[src/rtl/nvseq_pkg.sv]
package nvseq_pkg;

   typedef enum logic [1:0] {
      PH_IDLE  = 2'd0,
      PH_ERASE = 2'd1,
      PH_PROG  = 2'd2,
      PH_COPY  = 2'd3
   } nv_phase_e;

   // number of shared prefix steps before the selecting step
   localparam int PREFIX_LEN = 5;

   localparam logic [15:0] SEL_STORE  = 16'h0FC0;
   localparam logic [15:0] SEL_RECALL = 16'h0C63;

   function automatic logic [15:0] prefix_key(input int idx);
      logic [15:0] k;
      case (idx)
         0:       k = 16'h0E38;
         1:       k = 16'h31C7;
         2:       k = 16'h03E0;
         3:       k = 16'h3C1F;
         default: k = 16'h303F;
      endcase
      return k;
   endfunction

endpackage

[src/rtl/nvseq_strobe.sv]
module nvseq_strobe #(
   parameter int ADDR_W      = 15,
   parameter int SYNC_STAGES = 0
) (
   input  logic              clk,
   input  logic              rst_n,
   input  logic              ce_n,
   input  logic              we_n,
   input  logic [ADDR_W-1:0] addr,
   output logic              step_valid,
   output logic              step_write,
   output logic [ADDR_W-1:0] step_addr
);

   logic              ce_s;
   logic              we_s;
   logic [ADDR_W-1:0] a_s;
   logic              ce_prev;

   initial begin
      assert (SYNC_STAGES >= 0 && SYNC_STAGES <= 4)
         else $error("nvseq_strobe: SYNC_STAGES must be 0..4");
   end

   generate
      if (SYNC_STAGES == 0) begin : g_direct
         assign ce_s = ce_n;
         assign we_s = we_n;
         assign a_s  = addr;
      end else begin : g_sync
         logic [SYNC_STAGES-1:0] ce_p;
         logic [SYNC_STAGES-1:0] we_p;
         logic [ADDR_W-1:0]      a_p [SYNC_STAGES];

         always_ff @(posedge clk or negedge rst_n) begin
            if (!rst_n) begin
               ce_p <= '1;
               we_p <= '1;
               for (int i = 0; i < SYNC_STAGES; i++) a_p[i] <= '0;
            end else begin
               ce_p[0] <= ce_n;
               we_p[0] <= we_n;
               a_p[0]  <= addr;
               for (int i = 1; i < SYNC_STAGES; i++) begin
                  ce_p[i] <= ce_p[i-1];
                  we_p[i] <= we_p[i-1];
                  a_p[i]  <= a_p[i-1];
               end
            end
         end

         assign ce_s = ce_p[SYNC_STAGES-1];
         assign we_s = we_p[SYNC_STAGES-1];
         assign a_s  = a_p[SYNC_STAGES-1];
      end
   endgenerate

   always_ff @(posedge clk or negedge rst_n) begin
      if (!rst_n) ce_prev <= 1'b1;
      else        ce_prev <= ce_s;
   end

   assign step_valid = ce_prev & ~ce_s;
   assign step_write = ~we_s;
   assign step_addr  = a_s;

endmodule

[src/rtl/nvseq_chain.sv]
module nvseq_chain
   import nvseq_pkg::*;
#(
   parameter int ADDR_W = 15
) (
   input  logic              clk,
   input  logic              rst_n,
   input  logic              enable,
   input  logic              step_valid,
   input  logic              step_write,
   input  logic [ADDR_W-1:0] step_addr,
   output logic              fire_store,
   output logic              fire_recall
);

   localparam int STEP_W = $clog2(PREFIX_LEN + 1);

   logic [STEP_W-1:0] step_q, step_d;

   initial begin
      assert (ADDR_W >= 14 && ADDR_W <= 16)
         else $error("nvseq_chain: ADDR_W must cover the key addresses (14..16)");
   end

   function automatic logic key_hit(input logic [ADDR_W-1:0] a, input logic [15:0] k);
      return a == ADDR_W'(k);
   endfunction

   always_comb begin
      step_d      = step_q;
      fire_store  = 1'b0;
      fire_recall = 1'b0;
      if (!enable) begin
         step_d = '0;
      end else if (step_valid) begin
         if (step_write) begin
            step_d = '0;
         end else if (int'(step_q) < PREFIX_LEN) begin
            if (key_hit(step_addr, prefix_key(int'(step_q))))
               step_d = step_q + 1'b1;
            else if (key_hit(step_addr, prefix_key(0)))
               step_d = STEP_W'(1);
            else
               step_d = '0;
         end else begin
            step_d = '0;
            if (key_hit(step_addr, SEL_STORE))
               fire_store = 1'b1;
            else if (key_hit(step_addr, SEL_RECALL))
               fire_recall = 1'b1;
            else if (key_hit(step_addr, prefix_key(0)))
               step_d = STEP_W'(1);
         end
      end
   end

   always_ff @(posedge clk or negedge rst_n) begin
      if (!rst_n) step_q <= '0;
      else        step_q <= step_d;
   end

   // the step index never runs past the selecting step
   p_step_range_r3: assert property (@(posedge clk) disable iff (!rst_n)
      int'(step_q) <= PREFIX_LEN);

   // a write edge always leaves the chain cleared
   p_write_clears_r4: assert property (@(posedge clk) disable iff (!rst_n)
      (step_valid && step_write) |=> step_q == '0);

   // the chain is held cleared while disabled
   p_hold_when_busy_r10: assert property (@(posedge clk) disable iff (!rst_n)
      !enable |=> step_q == '0);

endmodule

[src/rtl/nvseq_phase.sv]
module nvseq_phase
   import nvseq_pkg::*;
#(
   parameter int ERASE_CYC = 8,
   parameter int PROG_CYC  = 16,
   parameter int COPY_CYC  = 12
) (
   input  logic      clk,
   input  logic      rst_n,
   input  logic      start_store,
   input  logic      start_recall,
   output nv_phase_e phase,
   output logic      busy,
   output logic      store_pulse,
   output logic      recall_pulse
);

   localparam int MAX_A = (ERASE_CYC > PROG_CYC) ? ERASE_CYC : PROG_CYC;
   localparam int MAX_C = (MAX_A > COPY_CYC) ? MAX_A : COPY_CYC;
   localparam int CNT_W = $clog2(MAX_C + 1);

   logic [CNT_W-1:0] cnt_q;

   initial begin
      assert (ERASE_CYC >= 1 && PROG_CYC >= 1 && COPY_CYC >= 1)
         else $error("nvseq_phase: every phase needs at least one cycle");
   end

   always_ff @(posedge clk or negedge rst_n) begin
      if (!rst_n) begin
         phase        <= PH_IDLE;
         cnt_q        <= '0;
         store_pulse  <= 1'b0;
         recall_pulse <= 1'b0;
      end else begin
         store_pulse  <= 1'b0;
         recall_pulse <= 1'b0;
         case (phase)
            PH_IDLE: begin
               if (start_store) begin
                  phase       <= PH_ERASE;
                  cnt_q       <= CNT_W'(ERASE_CYC - 1);
                  store_pulse <= 1'b1;
               end else if (start_recall) begin
                  phase        <= PH_COPY;
                  cnt_q        <= CNT_W'(COPY_CYC - 1);
                  recall_pulse <= 1'b1;
               end
            end
            PH_ERASE: begin
               if (cnt_q == '0) begin
                  phase <= PH_PROG;
                  cnt_q <= CNT_W'(PROG_CYC - 1);
               end else begin
                  cnt_q <= cnt_q - 1'b1;
               end
            end
            default: begin
               if (cnt_q == '0) phase <= PH_IDLE;
               else             cnt_q <= cnt_q - 1'b1;
            end
         endcase
      end
   end

   assign busy = (phase != PH_IDLE);

   // busy only rises together with a command pulse
   p_rise_has_cause_r1: assert property (@(posedge clk) disable iff (!rst_n)
      $rose(busy) |-> (store_pulse || recall_pulse));

   // the two command pulses are exclusive
   p_pulse_excl_r2: assert property (@(posedge clk) disable iff (!rst_n)
      !(store_pulse && recall_pulse));

   // the store pulse lasts one cycle
   p_store_single_r1: assert property (@(posedge clk) disable iff (!rst_n)
      store_pulse |=> !store_pulse);

   // a store opens with the erase phase
   p_store_erase_r8: assert property (@(posedge clk) disable iff (!rst_n)
      store_pulse |-> phase == PH_ERASE);

   // program is entered only from erase
   p_prog_after_erase_r8: assert property (@(posedge clk) disable iff (!rst_n)
      (phase == PH_PROG && $past(phase) != PH_PROG) |-> $past(phase) == PH_ERASE);

   // a recall opens with the copy phase
   p_recall_copy_r9: assert property (@(posedge clk) disable iff (!rst_n)
      recall_pulse |-> phase == PH_COPY);

   // no command is accepted out of a busy cycle
   p_no_fire_busy_r10: assert property (@(posedge clk) disable iff (!rst_n)
      ($past(busy) && busy) |-> !(store_pulse || recall_pulse));

endmodule

[src/rtl/nvseq_detector.sv]
module nvseq_detector
   import nvseq_pkg::*;
#(
   parameter int ADDR_W      = 15,
   parameter int SYNC_STAGES = 0,
   parameter int ERASE_CYC   = 8,
   parameter int PROG_CYC    = 16,
   parameter int COPY_CYC    = 12
) (
   input  logic              clk,
   input  logic              rst_n,
   input  logic              ce_n,
   input  logic              oe_n,
   input  logic              we_n,
   input  logic [ADDR_W-1:0] addr,
   output logic              store_pulse,
   output logic              recall_pulse,
   output logic              busy,
   output logic [1:0]        phase
);

   logic              step_valid;
   logic              step_write;
   logic [ADDR_W-1:0] step_addr;
   logic              fire_store;
   logic              fire_recall;
   nv_phase_e         phase_e;
   logic              unused_oe;

   // detection never depends on the output enable level
   assign unused_oe = oe_n;

   nvseq_strobe #(
      .ADDR_W     (ADDR_W),
      .SYNC_STAGES(SYNC_STAGES)
   ) u_strobe (
      .clk       (clk),
      .rst_n     (rst_n),
      .ce_n      (ce_n),
      .we_n      (we_n),
      .addr      (addr),
      .step_valid(step_valid),
      .step_write(step_write),
      .step_addr (step_addr)
   );

   nvseq_chain #(
      .ADDR_W(ADDR_W)
   ) u_chain (
      .clk        (clk),
      .rst_n      (rst_n),
      .enable     (~busy),
      .step_valid (step_valid),
      .step_write (step_write),
      .step_addr  (step_addr),
      .fire_store (fire_store),
      .fire_recall(fire_recall)
   );

   nvseq_phase #(
      .ERASE_CYC(ERASE_CYC),
      .PROG_CYC (PROG_CYC),
      .COPY_CYC (COPY_CYC)
   ) u_phase (
      .clk         (clk),
      .rst_n       (rst_n),
      .start_store (fire_store),
      .start_recall(fire_recall),
      .phase       (phase_e),
      .busy        (busy),
      .store_pulse (store_pulse),
      .recall_pulse(recall_pulse)
   );

   assign phase = phase_e;

   // reset leaves the block idle
   p_idle_after_reset_r11: assert property (@(posedge clk)
      $rose(rst_n) |-> (!busy && !store_pulse && !recall_pulse));

endmodule

[config.mk]
export PLATFORM = sky130hd
export DESIGN_NAME = nvseq_detector
export DESIGN_NICKNAME = d
export VERILOG_FILES = /design/src/rtl/nvseq_pkg.sv /design/src/rtl/nvseq_strobe.sv /design/src/rtl/nvseq_chain.sv /design/src/rtl/nvseq_phase.sv /design/src/rtl/nvseq_detector.sv
export SDC_FILE = /design/constraint.sdc
export NUM_CORES = 1
export LEC_CHECK = 0
export CORE_UTILIZATION = 52
export CTS_CLUSTER_DIAMETER = 40
export DETAILED_ROUTE_END_ITERATION = 8
export GPL_ROUTABILITY_DRIVEN = 0
export HOLD_SLACK_MARGIN = 0.12
export PLACE_DENSITY = 0.85
export SLEW_MARGIN = 20
export SYNTH_ARGS = -nofsm -noshare
export SYNTH_HDL_FRONTEND = slang
export SYNTH_SLANG_ARGS = --single-unit
[constraint.sdc]
create_clock -name clk -period 3.85 [get_ports clk]
set_input_delay 0.5775 -clock clk [delete_from_list [all_inputs] [get_ports clk]]
set_output_delay 0.5775 -clock clk [all_outputs]
set_load 0.05 [all_outputs]
Word-level counts from Yosys, hierarchy flattened --
Index checks and enable logic that the tools add are counted.
Word-level totals: register bits after elaboration 13, output and inout bits 5
Operators by class: add/sub/neg operators 2, $lt $le $gt $ge 1, equal/unequal tests 11, mux-type cells 39, bitwise gates (word level) 2, reduce and logical (&&, ||, !) cells 8
Operators by type and width (number):
- 15-bit 2-to-1 mux | 4
- 14-bit one-hot mux with 4 select lines | 1
- 15-bit by 12-bit == test with 1-bit output (second input constant) | 3
- 5-bit 2-to-1 mux | 4
- 1-bit 2-to-1 mux | 18
- 3-bit 2-to-1 mux | 6
- 15-bit == test | 1
- 5-bit one-hot mux with 2 select lines | 1
- 2-bit 2-to-1 mux | 4
- 3-bit by 2-bit == test with 1-bit output (second input constant) | 2
- 3-bit inequality test (second input constant) | 2
- 2-bit nonzero test | 3
- 5-bit zero test | 1
- 5-bit by 1-bit subtractor with 5-bit output (second input constant) | 1
- 2-bit one-hot mux with 2 select lines | 1
- 3-bit by 1-bit adder with 3-bit output (second input constant) | 1
- 3-bit by 1-bit == test with 1-bit output (second input constant) | 1
- 3-bit zero test | 1
- 3-bit < comparator (second input constant) | 1
- 3-bit AND reduction | 1
- 2-bit by 1-bit == test with 1-bit output (second input constant) | 1
- 2-bit zero test | 1
- 2-bit by 1-bit inequality test with 1-bit output (second input constant) | 1
- 2-bit AND reduction | 1
- other kinds (2) | 2

Longest topological paths before layout --
word-level depth 12, depth in mapped cells 8, mapped depth without buffers 7

Cells and area by module --
From an unflattened synthesis, not the netlist that was laid out.
Second synthesis, totals: cell total of the unflattened synthesis 130, area, all modules 1153.6 µm²
Modules (own cells, without submodules):
- nvseq_chain | times used 1, cells an instance 64, area an instance 513.0 µm²
- nvseq_phase | times used 1, cells an instance 47, area an instance 480.5 µm²
- nvseq_strobe | times used 1, cells an instance 18, area an instance 156.4 µm²
- nvseq_detector | times used 1, cells an instance 1, area an instance 3.8 µm²

Least setup slack after synthesis --
OpenSTA, ideal clock, no wires.
path kind flip-flop to flip-flop, start register u_chain.step_q[0], end register u_chain.step_q[2], setup time 0.095 ns, arrival 1.961 ns, required time 3.755 ns, slack 1.794 ns, cell stages (with the launch flop) 9, buffers on the path 1, period minus slack after synthesis 2.056 ns, cells stage by stage dfrtp_1 -> buf_2 -> inv_1 -> ha_1 -> o21bai_1 -> mux2i_1 -> a2bb2oi_1 -> or4_1 -> o31ai_1
On the way: longest elaborated chain between the ends 12, elaborated cells on any way between the ends 17, those cells by class 1 x add/sub; 1 x order compare; 4 x eq/ne; 10 x mux; 1 x reduce/logical
Ends and longest elaborated chain:
- start, declared | RTL line nvseq_chain.sv:18 | logic [STEP_W-1:0] step_q, step_d;
- start signal, assigned | RTL line nvseq_chain.sv:59 | else step_q <= step_d;
- 3-bit by 2-bit == test with 1-bit output, or another cell as far along | RTL line nvseq_pkg.sv:18 | case (idx)
- 14-bit one-hot mux with 4 select lines | RTL line nvseq_pkg.sv:18
- 15-bit 2-to-1 mux | RTL line nvseq_chain.sv:38 | end else if (int'(step_q) < PREFIX_LEN) begin
- 15-bit 2-to-1 mux | RTL line nvseq_chain.sv:36 | if (step_write) begin
- 15-bit 2-to-1 mux | RTL line nvseq_chain.sv:35 | end else if (step_valid) begin
- 15-bit 2-to-1 mux | RTL line nvseq_chain.sv:33 | if (!enable) begin
- 15-bit == test | RTL line nvseq_chain.sv:26 | return a == ADDR_W'(k);
- 3-bit 2-to-1 mux | RTL line nvseq_chain.sv:39 | if (key_hit(step_addr, prefix_key(int'(step_q))))
- 3-bit 2-to-1 mux (*) | RTL line nvseq_chain.sv:38
- 3-bit 2-to-1 mux (*) | RTL line nvseq_chain.sv:36
- 3-bit 2-to-1 mux (*) | RTL line nvseq_chain.sv:35
- 3-bit 2-to-1 mux (*) | RTL line nvseq_chain.sv:33
Mark *: on every way between the ends. The rest lies on a longest branch, timed or not. The select of a mux whose other input is x is not followed. A chain may end at the register's enable or synchronous reset.

Worst setup path after layout --
start register u_phase.phase[1], end output port busy
On the way: longest elaborated chain between the ends 1
Ends and longest elaborated chain:
- start, declared | RTL line nvseq_phase.sv:12 | output nv_phase_e phase,
- start signal, assigned | RTL line nvseq_phase.sv:31 | phase <= PH_IDLE;
- start signal, assigned | RTL line nvseq_phase.sv:41 | phase <= PH_ERASE;
- start signal, assigned | RTL line nvseq_phase.sv:45 | phase <= PH_COPY;
- 2-bit nonzero test | RTL line nvseq_phase.sv:66 | assign busy = (phase != PH_IDLE);
- end, declared | RTL line nvseq_detector.sv:18 | output logic busy,
Every way passes these cells.

==> qor.csv <==
metric,value,unit
number of rows in the core area,15,
clock-pin transition on the worst setup and hold timing paths,0.08,ns
final antenna diode count,0,
"commonest non-fill, non-tap cell in the layout",clkdlybuf4s50_1,
total negative slack,0,ns
simple-gate area share of the yosys netlist,0.307,
number of standard cells after synthesis,116,
RSZ-0062 raised after global routing,no,
largest stage delay on the critical path,0.74,ns
DRT Pass-1 Iters,4,
width of the die,45.5,um
total power density per cell area,208,nW/um2
startpoint class of the critical path,register,
Initial Utilization,0.563,
"Non-Filler Cell Area, Final",1260,um2
dominant combinational cell family by area after synthesis,simple AND/OR/NAND/NOR gates,
FMAX,379,MHz
Worst path slowest cell,clkdlybuf4s50_1,
worst setup path class,register to primary output,
final hold vios,0,
dominant register cell in the synthesized netlist,dfrtp_1,
share of the synthesized area in compound gates (AO/OA/AOI/OAI),0.209,
hold buffer count at cts,0,
CP Cell Sequence,nor2_1 -> inv_2 -> clkdlybuf4s50_1,
Max-Slew Margin vs Limit,0.605,
sequential share of the synthesized area,0.332,
Synth Warn #,0,
worst path setup slack after routing,1.21,ns
adder-cell share of the synthesized area,0.0764,
Die Height,45.5,um
postcts setup bufs,0,
data arrival time of the worst path,2.06,ns
DRC violation count after routing,0,
post-cts sizing count,0,
# placed instances,162,
"Core Util, Final",0.723,
number of global-route vias before repair,858,
depth of the CTS H-tree,1,
final antenna-violating net count,0,
clock insertion delay at the later pin of the skew report,0.27,ns
number of different library cells in the post-synthesis netlist,45,
cell area after technology mapping,982,um2
total wire length,2.30,mm
status,finished clean,
PortBufs,23,
number of enable flip-flop cells after synthesis,0,
placed wire-length estimate after detailed placement,1.74,mm
vias after detailed routing,966,
IO Count,25,
max-cap check violation count,0,
Area growth syn-to-layout,28.4,%
Synth async-reset ratio,1.00,
maximum number of pins on one net before global-route repair,14,
post-synthesis xor/xnor area fraction,0.00892,
path category of the worst min-delay check,register to register,
largest vdd supply drop,0.291,mV
mux cell area share after synthesis,0.0306,
LEAKAGE,0.519,nW
average footprint of a synthesized cell,8.47,um2
"number of standard cells in the layout, taps in and fillers out",166,
multi-input gate area in the final layout,621,um2
number of nets in the final layout,168,
Clock Sink Count,13,
clock skew,0.00733,ns
CP Data Required Time,3.27,ns
Final period util,0.685,
Placement Cell Area,1230,um2
number of synthesized register bits,13,
routed len/inst,13.8,um
"Max FO, Critical Path",8,
clock buffers created by TritonCTS,3,
GR Overflow Total,0,
sequential cell area in the final layout,327,um2
measured slew at the worst slew-check pin,0.590,ns
maximum buffer depth of the clock tree,2,
CTS tree,done,
"commonest cells after routing, fill and taps aside","23 x clkdlybuf4s50_1, 12 x dfrtp_1, 11 x nand2_1",
Period minus WS final,2.64,ns
DIE AREA,2070,um2
fraction of final layout cells sized beyond drive strength 1,0.0851,
count of endpoints failing setup in the final report,0,
detailed router's first-iteration violation count,38,
worst setup slack after placement,1.22,ns
DR vias/cell,5.82,
wire length of the first global-routing pass,3.68,mm
final-layout fill cell count,142,
global-route usage over all layers,0.244,
number of slew-limit violations in the final report,0,
endpoint type of the worst setup path,primary output,
Clock Tree Root,clkbuf_4,
Core Region,1750,um2
antenna violations before repair,0,
net count after synthesis,142,
[flip-flops by register name, indices dropped and copies added (netlist names)]
signal and count:
u_chain.step_q 3, u_phase.store_pulse 1, u_phase.phase 2, u_strobe.ce_prev 1, u_phase.recall_pulse 1, u_phase.cnt_q 5
[Yosys cell counts, types with 2 or more instances]
library cell | number | area (um2)
nand2_1 | 11 | 41.3
nor3_1 | 3 | 15.0
a21oi_1 | 7 | 35.0
or3_1 | 2 | 12.5
nor4_1 | 4 | 25.0
o22ai_1 | 2 | 12.5
nand2b_1 | 2 | 12.5
a32oi_1 | 2 | 17.5
nor3b_1 | 2 | 15.0
o21ai_1 | 4 | 20.0
dfrtp_1 | 12 | 300
mux2i_1 | 3 | 30.0
o31ai_1 | 2 | 15.0
ha_1 | 6 | 75.1
nor2b_1 | 2 | 12.5
or3_4 | 2 | 22.5
nand4_1 | 2 | 12.5
and2_1 | 2 | 12.5
o21ai_0 | 3 | 15.0
nand3_1 | 5 | 25.0
nor2_1 | 9 | 33.8
inv_1 | 6 | 22.5
[worst max-delay path: cells and delay by family, from the launching register on]
kind                   cells  cell delay [ns]
buffers and inverters      2             0.91
DFF                        1             0.44
and+or+nand+nor            1             0.44
[layer usage]
layer | global-route usage | wire length (um) | vias to the layer above
met5 | 0 | 0 | -
met4 | 0.0788 | 15 | 0
met3 | 0.0476 | 136 | 2
met2 | 0.374 | 1020 | 34
met1 | 0.342 | 1130 | 444
li1 | - | - | 486
[layout make-up]
class                   instances  share of cell area
multi-input cells              94               0.492
flip-flops and latches         13               0.259
repair buffers                 23               0.183
well taps                      25              0.0248
clock buffers                   4              0.0208
inverters                       7              0.0208
[metrics by stage]
step,hold WS [ns],power (W)
3_5_place_dp,0.509,0.000180
5_1_grt,0.547,0.000274
3_3_place_gp,0.491,0.000179
6_report,0.517,0.000262
4_1_cts,0.518,0.000265
2_1_floorplan,0.282,0.000152
[path summary, 6_finish.rpt]
check,start,endpoint,slack [ns],cells past startpoint
setup reg to reg,u_chain.step_q[0],u_chain.step_q[2],1.47,7
hold / removal,u_phase.cnt_q[0],u_phase.cnt_q[0],0.52,1
setup / recovery,u_phase.phase[1],busy,1.21,3
max in group asynchronous,rst_n,u_chain.step_q[1],2.79,1
min in group asynchronous,rst_n,u_phase.cnt_q[1],0.67,1
hold reg to reg,u_phase.cnt_q[0],u_phase.cnt_q[0],0.52,1
[power by group]
part            total, W  internal (W)  switching, W
registers       0.000138      0.000137   0.000000188
clock network  0.0000840     0.0000401     0.0000439
logic          0.0000403     0.0000227     0.0000176
total           0.000262      0.000200     0.0000616
[cells by family after synthesis]
| family | after synthesis |
|---|---|
| simple gates | 54 |
| xor+xnor | 1 |
| compound gates | 30 |
| fa+ha+maj | 6 |
| mux | 3 |
| buf+inv | 9 |
| flops | 13 |
No activity file was read; power rests on OpenSTA's default activity.
